## src/rtl/sertx_pkg.sv

```systemverilog
package sertx_pkg;
  localparam int unsigned DATA_W = 8;
  localparam int unsigned LEN_W  = $clog2(DATA_W);
  localparam int unsigned BAUD_W = 16;

  typedef struct packed {
    logic par_en;
    logic par_odd;
    logic two_stop;
  } sertx_fmt_t;
endpackage

```

## src/rtl/sertx_baud.sv

```systemverilog
module sertx_baud #(
  parameter int unsigned BAUD_W   = 16,
  parameter int unsigned PRE      = 8,
  parameter int unsigned ZERO_DIV = 16
) (
  input  logic              clk_i,
  input  logic              rst_ni,
  input  logic              en_i,
  input  logic [BAUD_W-1:0] sel_i,
  output logic              tick_o
);
  localparam int unsigned CNT_W = BAUD_W + $clog2(PRE) + 1;

  logic [CNT_W-1:0] cnt_q;
  logic [CNT_W-1:0] lim;

  always_comb begin
    if (sel_i == '0) lim = CNT_W'(ZERO_DIV - 1);
    else             lim = (CNT_W'(sel_i) + CNT_W'(1)) * CNT_W'(PRE) - CNT_W'(1);
  end

  assign tick_o = en_i && (cnt_q >= lim);

  always_ff @(posedge clk_i or negedge rst_ni) begin
    if (!rst_ni)      cnt_q <= '0;
    else if (!en_i)   cnt_q <= '0;
    else if (tick_o)  cnt_q <= '0;
    else              cnt_q <= cnt_q + CNT_W'(1);
  end

  // a bit period is never shorter than two cycles
  a_r1_tick_gap: assert property (@(posedge clk_i) disable iff (!rst_ni)
    tick_o |=> !tick_o);
endmodule

```

## src/rtl/sertx_holdbuf.sv

```systemverilog
module sertx_holdbuf #(
  parameter int unsigned DATA_W = 8
) (
  input  logic              clk_i,
  input  logic              rst_ni,
  input  logic              en_i,
  input  logic              wr_i,
  input  logic [DATA_W-1:0] wr_data_i,
  input  logic              take_i,
  output logic              full_o,
  output logic [DATA_W-1:0] data_o
);
  logic              full_q;
  logic [DATA_W-1:0] data_q;

  always_ff @(posedge clk_i or negedge rst_ni) begin
    if (!rst_ni) begin
      full_q <= 1'b0;
      data_q <= '0;
    end else if (!en_i) begin
      full_q <= 1'b0;
    end else if (take_i) begin
      full_q <= 1'b0;
    end else if (wr_i && !full_q) begin
      full_q <= 1'b1;
      data_q <= wr_data_i;
    end
  end

  assign full_o = full_q;
  assign data_o = data_q;

  // a write into a full register leaves the held character alone
  a_r8_hold_when_full: assert property (@(posedge clk_i) disable iff (!rst_ni)
    (en_i && full_q && wr_i && !take_i) |=> (full_q && data_q == $past(data_q)));
endmodule

```

## src/rtl/sertx_shifter.sv

```systemverilog
module sertx_shifter
  import sertx_pkg::*;
#(
  parameter int unsigned DATA_W = 8,
  parameter int unsigned LEN_W  = 3
) (
  input  logic              clk_i,
  input  logic              rst_ni,
  input  logic              en_i,
  input  logic              tick_i,
  input  sertx_fmt_t        fmt_i,
  input  logic [LEN_W-1:0]  len_m1_i,
  input  logic              have_i,
  input  logic [DATA_W-1:0] data_i,
  output logic              take_o,
  output logic              busy_o,
  output logic              txd_o
);
  localparam int unsigned FRAME_W = DATA_W + 4;
  localparam int unsigned CNT_W   = $clog2(FRAME_W + 1);

  logic               busy_q;
  logic [FRAME_W-1:0] sh_q;
  logic [CNT_W-1:0]   cnt_q;
  logic [FRAME_W-1:0] frame;
  logic [CNT_W-1:0]   nbits;
  logic [DATA_W-1:0]  used;
  logic               par_bit;

  always_comb begin
    for (int i = 0; i < DATA_W; i++) used[i] = (i <= int'(len_m1_i)) ? data_i[i] : 1'b0;
    par_bit = (^used) ^ fmt_i.par_odd;
    frame   = '1;
    frame[0] = 1'b0;
    for (int i = 0; i < DATA_W; i++)
      if (i <= int'(len_m1_i)) frame[i+1] = data_i[i];
    if (fmt_i.par_en) frame[int'(len_m1_i) + 2] = par_bit;
    nbits = CNT_W'(len_m1_i) + CNT_W'(3) + CNT_W'(fmt_i.par_en) + CNT_W'(fmt_i.two_stop);
  end

  // next frame enters on the tick that ends the current one, or any tick when idle
  assign take_o = en_i && tick_i && have_i && (!busy_q || cnt_q == CNT_W'(1));

  always_ff @(posedge clk_i or negedge rst_ni) begin
    if (!rst_ni) begin
      busy_q <= 1'b0;
      sh_q   <= '1;
      cnt_q  <= '0;
    end else if (!en_i) begin
      busy_q <= 1'b0;
      sh_q   <= '1;
      cnt_q  <= '0;
    end else if (tick_i) begin
      if (take_o) begin
        busy_q <= 1'b1;
        sh_q   <= frame;
        cnt_q  <= nbits;
      end else if (busy_q) begin
        if (cnt_q == CNT_W'(1)) busy_q <= 1'b0;
        sh_q  <= {1'b1, sh_q[FRAME_W-1:1]};
        cnt_q <= cnt_q - CNT_W'(1);
      end
    end
  end

  assign busy_o = busy_q;
  assign txd_o  = busy_q ? sh_q[0] : 1'b1;

  // a frame only starts at a bit boundary
  a_r6_start_on_tick: assert property (@(posedge clk_i) disable iff (!rst_ni)
    $rose(busy_q) |-> $past(tick_i));
  // the line holds its level for a whole bit period
  a_r1_steady_bit: assert property (@(posedge clk_i) disable iff (!rst_ni)
    (en_i && !tick_i) |=> $stable(txd_o));
  // disabling parks the line high
  a_r10_off_marks: assert property (@(posedge clk_i) disable iff (!rst_ni)
    !en_i |=> (!busy_q && txd_o));
endmodule

```

## src/rtl/sertx_top.sv

```systemverilog
module sertx_top
  import sertx_pkg::*;
(
  input  logic              clk_i,
  input  logic              rst_ni,
  input  logic              tx_en_i,
  input  logic [BAUD_W-1:0] baud_sel_i,
  input  logic [LEN_W-1:0]  len_m1_i,
  input  logic              par_en_i,
  input  logic              par_odd_i,
  input  logic              two_stop_i,
  input  logic              irq_en_i,
  input  logic              wr_i,
  input  logic [DATA_W-1:0] wr_data_i,
  output logic              tx_ready_o,
  output logic              tx_empty_o,
  output logic              irq_o,
  output logic              txd_o
);
  logic              tick;
  logic              take;
  logic              full;
  logic              busy;
  logic [DATA_W-1:0] held;
  sertx_fmt_t        fmt;

  assign fmt = '{par_en: par_en_i, par_odd: par_odd_i, two_stop: two_stop_i};

  sertx_baud #(.BAUD_W(BAUD_W), .PRE(8), .ZERO_DIV(16)) u_baud (
    .clk_i (clk_i), .rst_ni (rst_ni), .en_i (tx_en_i),
    .sel_i (baud_sel_i), .tick_o (tick)
  );

  sertx_holdbuf #(.DATA_W(DATA_W)) u_hold (
    .clk_i (clk_i), .rst_ni (rst_ni), .en_i (tx_en_i),
    .wr_i (wr_i), .wr_data_i (wr_data_i), .take_i (take),
    .full_o (full), .data_o (held)
  );

  sertx_shifter #(.DATA_W(DATA_W), .LEN_W(LEN_W)) u_shift (
    .clk_i (clk_i), .rst_ni (rst_ni), .en_i (tx_en_i), .tick_i (tick),
    .fmt_i (fmt), .len_m1_i (len_m1_i), .have_i (full), .data_i (held),
    .take_o (take), .busy_o (busy), .txd_o (txd_o)
  );

  assign tx_ready_o = tx_en_i && !full;
  assign tx_empty_o = !full && !busy;
  assign irq_o      = irq_en_i && tx_ready_o;

  // nothing pending means the line is marking
  a_r7_empty_marks: assert property (@(posedge clk_i) disable iff (!rst_ni)
    tx_empty_o |-> txd_o);
endmodule

```

## config.mk

```make
export PLATFORM = sky130hd
export DESIGN_NAME = sertx_top
export DESIGN_NICKNAME = d
export VERILOG_FILES = /design/src/rtl/sertx_pkg.sv /design/src/rtl/sertx_baud.sv /design/src/rtl/sertx_holdbuf.sv /design/src/rtl/sertx_shifter.sv /design/src/rtl/sertx_top.sv
export SDC_FILE = /design/constraint.sdc
export NUM_CORES = 1
export LEC_CHECK = 0
export BUFFER_PORTS_ARGS = -buffer_cell sky130_fd_sc_hd__buf_2
export CAP_MARGIN = 0
export CORE_UTILIZATION = 50
export CTS_CLUSTER_DIAMETER = 50
export DETAILED_ROUTE_END_ITERATION = 10
export PLACE_DENSITY = 0.69
export SETUP_SLACK_MARGIN = 0.4
export SLEW_MARGIN = 20
export SYNTH_ARGS = -nofsm -noshare
export SYNTH_HDL_FRONTEND = slang
export SYNTH_SLANG_ARGS = --single-unit
```

## constraint.sdc

```tcl
create_clock -name clk_i -period 3.1 [get_ports clk_i]
set_clock_uncertainty 0.15 [all_clocks]
set_input_delay 0.31 -clock clk_i [delete_from_list [all_inputs] [get_ports clk_i]]
set_output_delay 0.31 -clock clk_i [all_outputs]
set_load 0.1 [all_outputs]
```

==> impl_metrics.py <==
metrics = {
    "outcome": {
        "status": "finished with violations",
        "violations": "setup timing",
    },
    "critical_path": {
        "rr_worst_depth": 8,
        "r2r_start": "u_baud.cnt_q[3]",
        "rrSetupSlack_ns": 0.18,
        "path_max_fanout": 5,
        "r2r_end": "u_shift.sh_q[1]",
        "cp-start-kind": "input pin",
        "crit_arrival_ns": 3.58,
        "critPathKind": "in2reg",
        "cp.required_ns": 3.14,
        "endpoint_kind": "flip-flop",
    },
    "pwr": {
        "finalPower_w": 0.00179,
        "p_leak_nw": 2.39,
        "p_per_area_nw_per_um2": 332,
        "peakVddDrop_mv": 0.268,
    },
    "synth": {
        "yosys_warnings": 0,
        "synth_ff_type": "dfrtp_1",
        "ys_ff_latch": 46,
        "ys_types": 72,
        "async_flop_share": 1.00,
        "synth_cells": 452,
        "ys_seq_area_frac": 0.298,
        "synth_area_um2": 3920,
        "ys_top_cells_by_count": "nor2_1 (54), nand2_1 (44), dfrtp_1 (34)",
        "synth_top_area_frac": 0.217,
        "synth_edf_count": 0,
        "yosys.area.top_type": "dfrtp_1",
        "synth.area.top_cells": "dfrtp_1 (22%), ha_1 (9.6%), dfstp_2 (8.1%)",
        "synthesis.nets": 518,
        "yosysMostFrequentCell": "nor2_1",
        "avgSynthCellArea_um2": 8.66,
    },
    "grt": {
        "first_global_vias": 3709,
        "grt_overflow": 0,
        "track_usage": 0.254,
        "antenna_found_initial": 0,
        "grt_start_max_net_pins": 47,
        "grt_pass1_wl_um": 17000,
    },
    "place": {
        "postPlaceCellArea_um2": 4710,
        "port_buffers": 38,
        "dp_slack_ns": -0.883,
        "dp_hpwl_um": 7510,
        "place_congestion": 0.914,
    },
    "cts": {
        "cts_sinks": 46,
        "clk_pin_slew_ns": 0.09,
        "h-tree-depth": 2,
        "clock_latency_ns": 0.30,
        "cts_tree": "done",
        "cts_root_buf": "clkbuf_8",
        "cts_buffers": 5,
        "cts_buffer_depth": 2,
    },
    "timing": {
        "max_freq_mhz": 282,
        "setup_viol": 37,
        "min_period_over_period": 1.14,
        "worstMarginPinSlew_ns": 0.587,
        "fin_ws_ns": -0.442,
        "rsz0062_at_grt": "true",
        "fin_crit_ns": 3.54,
        "slew_viol_final": 0,
        "whs_ns": 0.0899,
        "hold_viol": 0,
        "slew_headroom": 0.608,
    },
    "drt": {
        "drt-pass1-iter-count": 5,
        "vias": 3865,
        "dr.first_iter.drc_count": 295,
        "viasPerCell": 5.82,
        "drc": 0,
        "drt_wl_total_um": 11000,
        "ant_nets": 0,
        "drt-wirelength-per-cell_um": 16.5,
    },
    "cells_and_area": {
        "drive_above_1_share": 0.412,
        "syn_to_final_growth_pct": 37.9,
        "antenna_cells": 0,
        "final_area_um2": 5400,
        "fin_nets": 630,
    },
    "die": {
        "fp.dieW_um": 90.5,
        "dieArea_um2": 8190,
        "num_io_pins": 39,
        "std_cell_rows": 31,
        "core_area_um2": 7410,
        "die_h_um": 90.5,
        "start_util": 0.529,
    },
    "run": {
        "max_cap_viol_count": 0,
    },
    "worst_hold_path": {
        "hold_start": "wr_data_i[0]",
        "worstHoldEndpoint": "u_hold.data_o[0]",
        "hold_class": "in2reg",
        "hold_path_depth": 2,
    },
}
[state kept, by name, summed over array words and instances, names as in the netlist]
name / count
u_baud.cnt_q: 20
u_hold.data_o: 8
u_hold.full_o: 1
u_shift.busy_o: 1
u_shift.cnt_q: 4
u_shift.sh_q: 12
[worst max path at each step]
stage                  start              end  slack [ns]  cells past startpoint
2_1_floorplan  baud_sel_i[8]  u_shift.sh_q[1]       -0.44                     16
3_3_place_gp   baud_sel_i[0]  u_shift.sh_q[0]       -0.75                     19
3_5_place_dp   baud_sel_i[1]  u_shift.sh_q[0]       -0.88                     18
4_1_cts        baud_sel_i[1]  u_shift.sh_q[8]       -0.35                     17
5_1_grt        baud_sel_i[4]  u_shift.sh_q[1]       -0.67                     17
6_report       baud_sel_i[0]  u_shift.sh_q[1]       -0.44                     20
[where the power goes]
| group | switching [W] | internal, W | leakage, nW | total [W] |
|---|---|---|---|---|
| clock network | 0.000201 | 0.000241 | 0.0524 | 0.000442 |
| registers | 0.0000613 | 0.000667 | 0.575 | 0.000729 |
| logic | 0.000333 | 0.000287 | 1.76 | 0.000620 |
| total | 0.000595 | 0.00120 | 2.39 | 0.00179 |
[critical path, cell delays in order]
cell      delay (ns)
buf_8           0.09
ha_4            0.15
and3b_1         0.21
o21ai_2         0.07
a211oi_2        0.27
nand3_2         0.15
nor3_4          0.28
buf_4           0.15
xnor2_1         0.11
nand2_1         0.11
ha_4            0.23
a41o_1          0.25
a21oi_2         0.12
o21ai_2         0.10
buf_6           0.14
a21o_1          0.20
nand2_4         0.12
buf_6           0.13
a211oi_2        0.04
a311oi_1        0.35
[cell families after synthesis]
family,Yosys count,synth area share
flip-flops,46,0.298
buffers and inverters,38,0.0495
XOR/XNOR,45,0.113
AO/OA/AOI/OAI,86,0.153
AND/OR/NAND/NOR,192,0.247
adder cells (fa/ha/maj),31,0.101
multiplexers,14,0.0390
[layout make-up]
type	count	area (µm²)
multi-input combinational	368	2960
fill	534	2010
sequential	46	1170
timing repair buffer	122	965
tap	99	124
inverter	21	78.8
clock buffer	7	76.3
clock inverter	1	30.0
[stage by stage]
step                      setup TNS (ns)  cells   util
final                             -10.64    664  0.729
after global routing              -18.31    664  0.729
after CTS                          -6.96    652  0.686
after detailed placement          -23.61    639  0.636
after global placement            -19.56    639  0.636
after floorplan                   -10.78    452      -
[routing by layer]
layer  wire length, µm  track usage
met1              5080        0.366
met2              5230        0.407
met3               557       0.0337
met4               110       0.0524
met5                 0            0
[timing repair]
| item | CTS | global route |
|---|---|---|
| gates resized for setup | 53 | 47 |
| pin swaps | 30 | 24 |
| setup endpoints to repair | 38 | 38 |
| hold buffers | 0 | 1 |
| setup buffers | 5 | 9 |
| gates cloned | 0 | 2 |
| hold endpoints to repair | 0 | 34 |
[cell usage in the layout, fill, tap and decap left out, types with 10 or more instances in the layout]
master	netlist	layout
buf_6	2	11
ha_1	30	27
dfstp_2	12	12
buf_2	8	33
nand3_1	23	21
buf_4	0	68
nand4_1	10	10
inv_1	20	20
xnor2_1	24	23
dfrtp_1	34	34
nor2_1	54	31
a21oi_1	16	11
mux2_2	10	10
nand2_1	44	35
xor2_1	18	18
nor2_2	0	20
(Power assumes the default switching activity.)
